[config.mk]
export PLATFORM = sky130hd
export DESIGN_NAME = prio_nest_irq_ctrl
export DESIGN_NICKNAME = d
export VERILOG_FILES = /design/src/rtl/pnic_pkg.sv /design/src/rtl/pnic_pending.sv /design/src/rtl/pnic_arbiter.sv /design/src/rtl/pnic_stack.sv /design/src/rtl/prio_nest_irq_ctrl.sv
export SDC_FILE = /design/constraint.sdc
export NUM_CORES = 1
export LEC_CHECK = 0
export ABC_AREA = 1
export BUFFER_PORTS_ARGS = -buffer_cell sky130_fd_sc_hd__buf_2
export CORE_MARGIN = 10
export CORE_UTILIZATION = 40
export DETAILED_ROUTE_END_ITERATION = 16
export GPL_ROUTABILITY_DRIVEN = 0
export PLACE_DENSITY = 0.68
export SETUP_SLACK_MARGIN = 0.1
export SLEW_MARGIN = 20
export SYNTH_ARGS = -nofsm -noshare
export SYNTH_HDL_FRONTEND = slang
export SYNTH_SLANG_ARGS = --single-unit
[constraint.sdc]
create_clock -name clk -period 11.76 [get_ports clk]
set_input_delay 1.176 -clock clk [delete_from_list [all_inputs] [get_ports clk]]
set_output_delay 1.176 -clock clk [all_outputs]
set_load 0.005 [all_outputs]
[src/rtl/pnic_pkg.sv]
package pnic_pkg;
    // stack operation chosen by the top each cycle
    typedef enum logic [1:0] {
        STK_HOLD = 2'd0,
        STK_PUSH = 2'd1,
        STK_POP  = 2'd2,
        STK_SWAP = 2'd3
    } stk_op_e;

    localparam logic TRIG_LEVEL = 1'b0;
    localparam logic TRIG_EDGE  = 1'b1;
endpackage

[src/rtl/pnic_pending.sv]
module pnic_pending #(
    parameter int N_LINES = 8
) (
    input  logic               clk,
    input  logic               rst_n,
    input  logic [N_LINES-1:0] req_i,
    input  logic [N_LINES-1:0] edge_sel_i,
    input  logic [N_LINES-1:0] clr_i,
    output logic [N_LINES-1:0] pend_o
);
    import pnic_pkg::*;

    typedef struct packed {
        logic [N_LINES-1:0] pend;
        logic [N_LINES-1:0] req_prev;
    } pend_st_t;

    pend_st_t st_d, st_q;
    logic [N_LINES-1:0] set_ev;

    // per-line capture event: edge or level
    for (genvar g = 0; g < N_LINES; g++) begin : g_line
        always_comb begin
            if (edge_sel_i[g] == TRIG_EDGE)
                set_ev[g] = req_i[g] & ~st_q.req_prev[g];
            else
                set_ev[g] = req_i[g];
        end
    end

    always_comb begin
        st_d          = st_q;
        st_d.req_prev = req_i;
        // a capture in the same cycle as the clear wins
        st_d.pend     = (st_q.pend & ~clr_i) | set_ev;
    end

    always_ff @(posedge clk or negedge rst_n) begin
        if (!rst_n) st_q <= '0;
        else        st_q <= st_d;
    end

    assign pend_o = st_q.pend;
endmodule

[src/rtl/pnic_arbiter.sv]
module pnic_arbiter #(
    parameter int N_LINES = 8,
    parameter int PRIO_W  = 3,
    localparam int IDX_W  = (N_LINES > 1) ? $clog2(N_LINES) : 1
) (
    input  logic [N_LINES-1:0]        cand_i,
    input  logic [N_LINES*PRIO_W-1:0] prio_i,
    output logic                      any_o,
    output logic [IDX_W-1:0]          idx_o,
    output logic [PRIO_W-1:0]         prio_o
);
    logic              any_w;
    logic [IDX_W-1:0]  idx_w;
    logic [PRIO_W-1:0] best_w;

    // ascending scan with strict compare: lowest index wins a tie
    always_comb begin
        any_w  = 1'b0;
        idx_w  = '0;
        best_w = '0;
        for (int i = 0; i < N_LINES; i++) begin
            if (cand_i[i] && (!any_w || prio_i[i*PRIO_W +: PRIO_W] > best_w)) begin
                any_w  = 1'b1;
                idx_w  = IDX_W'(i);
                best_w = prio_i[i*PRIO_W +: PRIO_W];
            end
        end
    end

    assign any_o  = any_w;
    assign idx_o  = idx_w;
    assign prio_o = best_w;
endmodule

[src/rtl/pnic_stack.sv]
module pnic_stack #(
    parameter int PRIO_W      = 3,
    parameter int STACK_DEPTH = 8,
    localparam int DEPTH_W    = $clog2(STACK_DEPTH + 1)
) (
    input  logic                  clk,
    input  logic                  rst_n,
    input  pnic_pkg::stk_op_e     op_i,
    input  logic [PRIO_W-1:0]     push_prio_i,
    output logic [DEPTH_W-1:0]    depth_o,
    output logic [PRIO_W-1:0]     top_o,
    output logic                  empty_o,
    output logic                  full_o
);
    import pnic_pkg::*;

    typedef struct packed {
        logic [STACK_DEPTH-1:0][PRIO_W-1:0] slot;
        logic [DEPTH_W-1:0]                 depth;
    } stk_st_t;

    stk_st_t st_d, st_q;
    logic [PRIO_W-1:0] top_w;

    always_comb begin
        top_w = '0;
        for (int i = 0; i < STACK_DEPTH; i++)
            if (DEPTH_W'(i + 1) == st_q.depth) top_w = st_q.slot[i];
    end

    always_comb begin
        st_d = st_q;
        unique case (op_i)
            STK_PUSH: begin
                if (st_q.depth != DEPTH_W'(STACK_DEPTH)) begin
                    for (int i = 0; i < STACK_DEPTH; i++)
                        if (DEPTH_W'(i) == st_q.depth) st_d.slot[i] = push_prio_i;
                    st_d.depth = st_q.depth + DEPTH_W'(1);
                end
            end
            STK_POP: begin
                if (st_q.depth != '0) st_d.depth = st_q.depth - DEPTH_W'(1);
            end
            STK_SWAP: begin
                // close innermost and enter a new one in the same cycle
                for (int i = 0; i < STACK_DEPTH; i++)
                    if (DEPTH_W'(i + 1) == st_q.depth) st_d.slot[i] = push_prio_i;
            end
            default: ;
        endcase
    end

    always_ff @(posedge clk or negedge rst_n) begin
        if (!rst_n) st_q <= '0;
        else        st_q <= st_d;
    end

    assign depth_o = st_q.depth;
    assign top_o   = top_w;
    assign empty_o = (st_q.depth == '0);
    assign full_o  = (st_q.depth == DEPTH_W'(STACK_DEPTH));
endmodule

[src/rtl/prio_nest_irq_ctrl.sv]
module prio_nest_irq_ctrl #(
    parameter int N_LINES     = 8,
    parameter int PRIO_W      = 3,
    parameter int STACK_DEPTH = 8,
    localparam int IDX_W      = (N_LINES > 1) ? $clog2(N_LINES) : 1,
    localparam int DEPTH_W    = $clog2(STACK_DEPTH + 1)
) (
    input  logic                      clk,
    input  logic                      rst_n,
    input  logic [N_LINES-1:0]        irq_i,
    input  logic [N_LINES-1:0]        trig_mode_i,
    input  logic [N_LINES-1:0]        line_en_i,
    input  logic [N_LINES*PRIO_W-1:0] line_prio_i,
    input  logic                      gmask_i,
    input  logic                      ack_i,
    input  logic                      eoi_i,
    output logic                      irq_valid_o,
    output logic [IDX_W-1:0]          irq_vec_o,
    output logic [PRIO_W-1:0]         run_prio_o,
    output logic                      run_active_o,
    output logic [DEPTH_W-1:0]        nest_depth_o
);
    import pnic_pkg::*;

    logic [N_LINES-1:0] pend, cand, clr;
    logic               any_best;
    logic [IDX_W-1:0]   best_idx;
    logic [PRIO_W-1:0]  best_prio, top_prio;
    logic               stk_empty, stk_full;
    logic               offer, take, close;
    stk_op_e            op;

    pnic_pending #(.N_LINES(N_LINES)) u_pend (
        .clk(clk), .rst_n(rst_n), .req_i(irq_i), .edge_sel_i(trig_mode_i),
        .clr_i(clr), .pend_o(pend)
    );

    assign cand = pend & line_en_i;

    pnic_arbiter #(.N_LINES(N_LINES), .PRIO_W(PRIO_W)) u_arb (
        .cand_i(cand), .prio_i(line_prio_i), .any_o(any_best),
        .idx_o(best_idx), .prio_o(best_prio)
    );

    // offer only when unmasked, room to nest, and strictly above the runner
    always_comb begin
        offer = !gmask_i && any_best && !stk_full &&
                (stk_empty || (best_prio > top_prio));
        take  = ack_i && offer;
        close = eoi_i && !stk_empty;
        unique case ({take, close})
            2'b10:   op = STK_PUSH;
            2'b01:   op = STK_POP;
            2'b11:   op = STK_SWAP;
            default: op = STK_HOLD;
        endcase
    end

    for (genvar g = 0; g < N_LINES; g++) begin : g_clr
        assign clr[g] = take && (best_idx == IDX_W'(g));
    end

    pnic_stack #(.PRIO_W(PRIO_W), .STACK_DEPTH(STACK_DEPTH)) u_stk (
        .clk(clk), .rst_n(rst_n), .op_i(op), .push_prio_i(best_prio),
        .depth_o(nest_depth_o), .top_o(top_prio), .empty_o(stk_empty),
        .full_o(stk_full)
    );

    assign irq_valid_o  = offer;
    assign irq_vec_o    = best_idx;
    assign run_prio_o   = top_prio;
    assign run_active_o = !stk_empty;
endmodule

==> impl_metrics.ini <==
[critical_path]
startpoint_type = input port
crit_path_end_kind = output pin
cpMostUsedCell = nand2_1
path_max_fanout = 8
critPathKind = in2out
slowest_stage = or2_2
cp_data_arrival_time_ns = 9.84
crit_path_max_incr_delay_ns = 0.31
required_ns = 10.58

[clocking]
clock_latency_ns = 0.29
htreeDepth = 2
tritoncts = yes
cts_buffer_depth = 2
cts_buffers = 5
cts_root_buf = clkbuf_8
clock-sinks = 44
clk_pin_slew_ns = 0.08

[floorplanning]
rows = 33
ios = 65
core_area_mm2 = 0.00822
die_x_um = 112
die_h_um = 112
die_area_mm2 = 0.0125
start_util_pct = 41.1

[global_routing]
grt_use_total_pct = 14.7
grt_util_met1_pct = 19.9
busiest_layer = met2
grt_pass1_vias = 3214
antenna_found_initial = 0
grt_pass1_wl_um = 15600
grt_start_max_net_pins = 45
use_met2_pct = 23.3
overflow = 0
grt_use_met3_pct = 2.25

[sta]
fin_skew_ns = 0.00252
slew_viol_final = 0
worst_pin_slew_ns = 0.727
hold_violations = 0
period_share_pct = 93.7
period_minus_slack_ns = 11.02
fmax_mhz = 90.7
maxSlewHeadroom_pct = 50.9
finalSetupViolations = 0

[drt]
drtAntennaViolNets = 0
wl_um = 9600
num_vias = 3341
vias_per_cell = 5.09
drt_iter0_drc = 142
drc = 0
drt_pass1_iterations = 4
wl_per_cell_um = 14.6

[yosys]
ys_seq_elements = 44
synth_area_leaders = dfrtp_1, nand2_1, ha_1
synth.most_common_cell = nand2_1
synth_edf_count = 0
ys_seq_area_share_pct = 32.6
yosysTopAreaCellShare_pct = 32.6
ys_types = 37
async_flop_share_pct = 100
yosys-top-cells-count = nand2_1, nand3_1, dfrtp_1
synth_flop_cell = dfrtp_1
syn_inst = 472
syn_nets = 553
syn_area_mm2 = 0.00337
yosysTopAreaCell = dfrtp_1
yosys_warnings = 0
avgSynthCellArea_um2 = 7.15

[layout]
syn_to_final_growth_pct = 22.4
nNetsFinal = 631
postLayoutCellArea_mm2 = 0.00413
fillCellCount = 790
n_antenna_cell = 0
drive_gt1_share_pct = 28.3

[placement]
hpwl_um = 7460
io_buffer_count = 64
post_dp_cell_area_mm2 = 0.00383

[outcome]
outcome = completed

[run]
drv_cap = 0

[hold_path]
holdCritPathClass = reg2reg
[routing by layer]
| metal | part of all wire [%] | up-vias |
|---|---|---|
| li1 | - | 1695 |
| met1 | 48 | 1539 |
| met3 | 4.7 | 12 |
| met4 | 1.3 | 0 |
| met2 | 46 | 95 |
| met5 | 0 | - |
[timing repair]
item                                    4_1_cts  5_1_grt
pin swaps                                     1        6
hold buffers                                  0        0
setup buffers                                 0        7
gates cloned                                  0        0
gates resized for setup                       2       35
endpoints found under the setup margin        1       36
hold endpoints to repair                      0        0
[layout make-up]
class	count	area (um2)	area share, %
inverters	52	198	4.79
multi-input cells	370	2190	53.0
clock buffers	8	90.1	2.18
flip-flops and latches	44	1100	26.7
well taps	105	131	3.18
repair buffers	77	420	10.2
[worst paths after layout]
check	cells after the start	startpoint	endpoint	slack [ns]
setup / recovery	71	line_en_i[0]	irq_valid_o	0.74
hold / removal	2	u_stk.st_q[10]	u_stk.st_q[10]	0.48
setup reg to reg	77	u_pend.pend_o[0]	u_stk.st_q[14]	2.11
hold reg to reg	2	u_stk.st_q[10]	u_stk.st_q[10]	0.48
max in group asynchronous	1	rst_n	u_stk.st_q[4]	10.51
min in group asynchronous	1	rst_n	u_pend.st_q[6]	0.87
[placed cells by master (no fill, tap or decap), types with 6 or more instances in the layout]
cell type / instances
or2_2: 6
and2_1: 11
nor2_1: 15
inv_1: 39
ha_4: 6
a21oi_1: 14
nand3_1: 57
nand2_1: 151
nand3_2: 8
nand2_2: 11
clkbuf_8: 6
nor2_2: 8
o21ai_1: 13
dfrtp_1: 44
buf_2: 63
buf_4: 14
ha_1: 22
o21ai_0: 11
inv_2: 12
[sequential cells by signal (all words and copies together), names as in the netlist]
signal	flops
u_stk.st_q	24
u_pend.pend_o	8
u_pend.st_q	8
u_stk.depth_o	4
[through the flow]
stage	setup TNS [ns]	utilization, %	instances	hold WS, ns	setup slack [ns]
after floorplan	0	-	472	0.444	1.11
after global placement	0	46.6	641	0.462	0.403
after detailed placement	0	46.6	641	0.460	0.00509
after CTS	0	47.8	649	0.482	0.117
after global routing	-0.0231	50.3	656	0.501	-0.0231
final	0	50.3	656	0.480	0.740
[kinds of logic (layout without fill, tap and decap cells)]
logic type / Yosys count / after routing / synth area share [%]
AO/OA/AOI/OAI: 52 / 52 / 9.20
XOR/XNOR: 4 / 4 / 1.04
adder cells (fa/ha/maj): 28 / 28 / 10.4
buffers and inverters: 58 / 137 / 7.04
flip-flops: 44 / 44 / 32.6
AND/OR/NAND/NOR: 286 / 286 / 39.7
[critical path, delay by kind of cell]
kind	cells	cell delay (ns)
fa+ha+maj	8	2.07
buf+inv	8	0.77
simple gates	44	4.58
compound gates	11	1.25
Power is left out: the tool's default activity adds up to more than one toggle a clock period on the data nets, which glitch-free logic cannot reach.
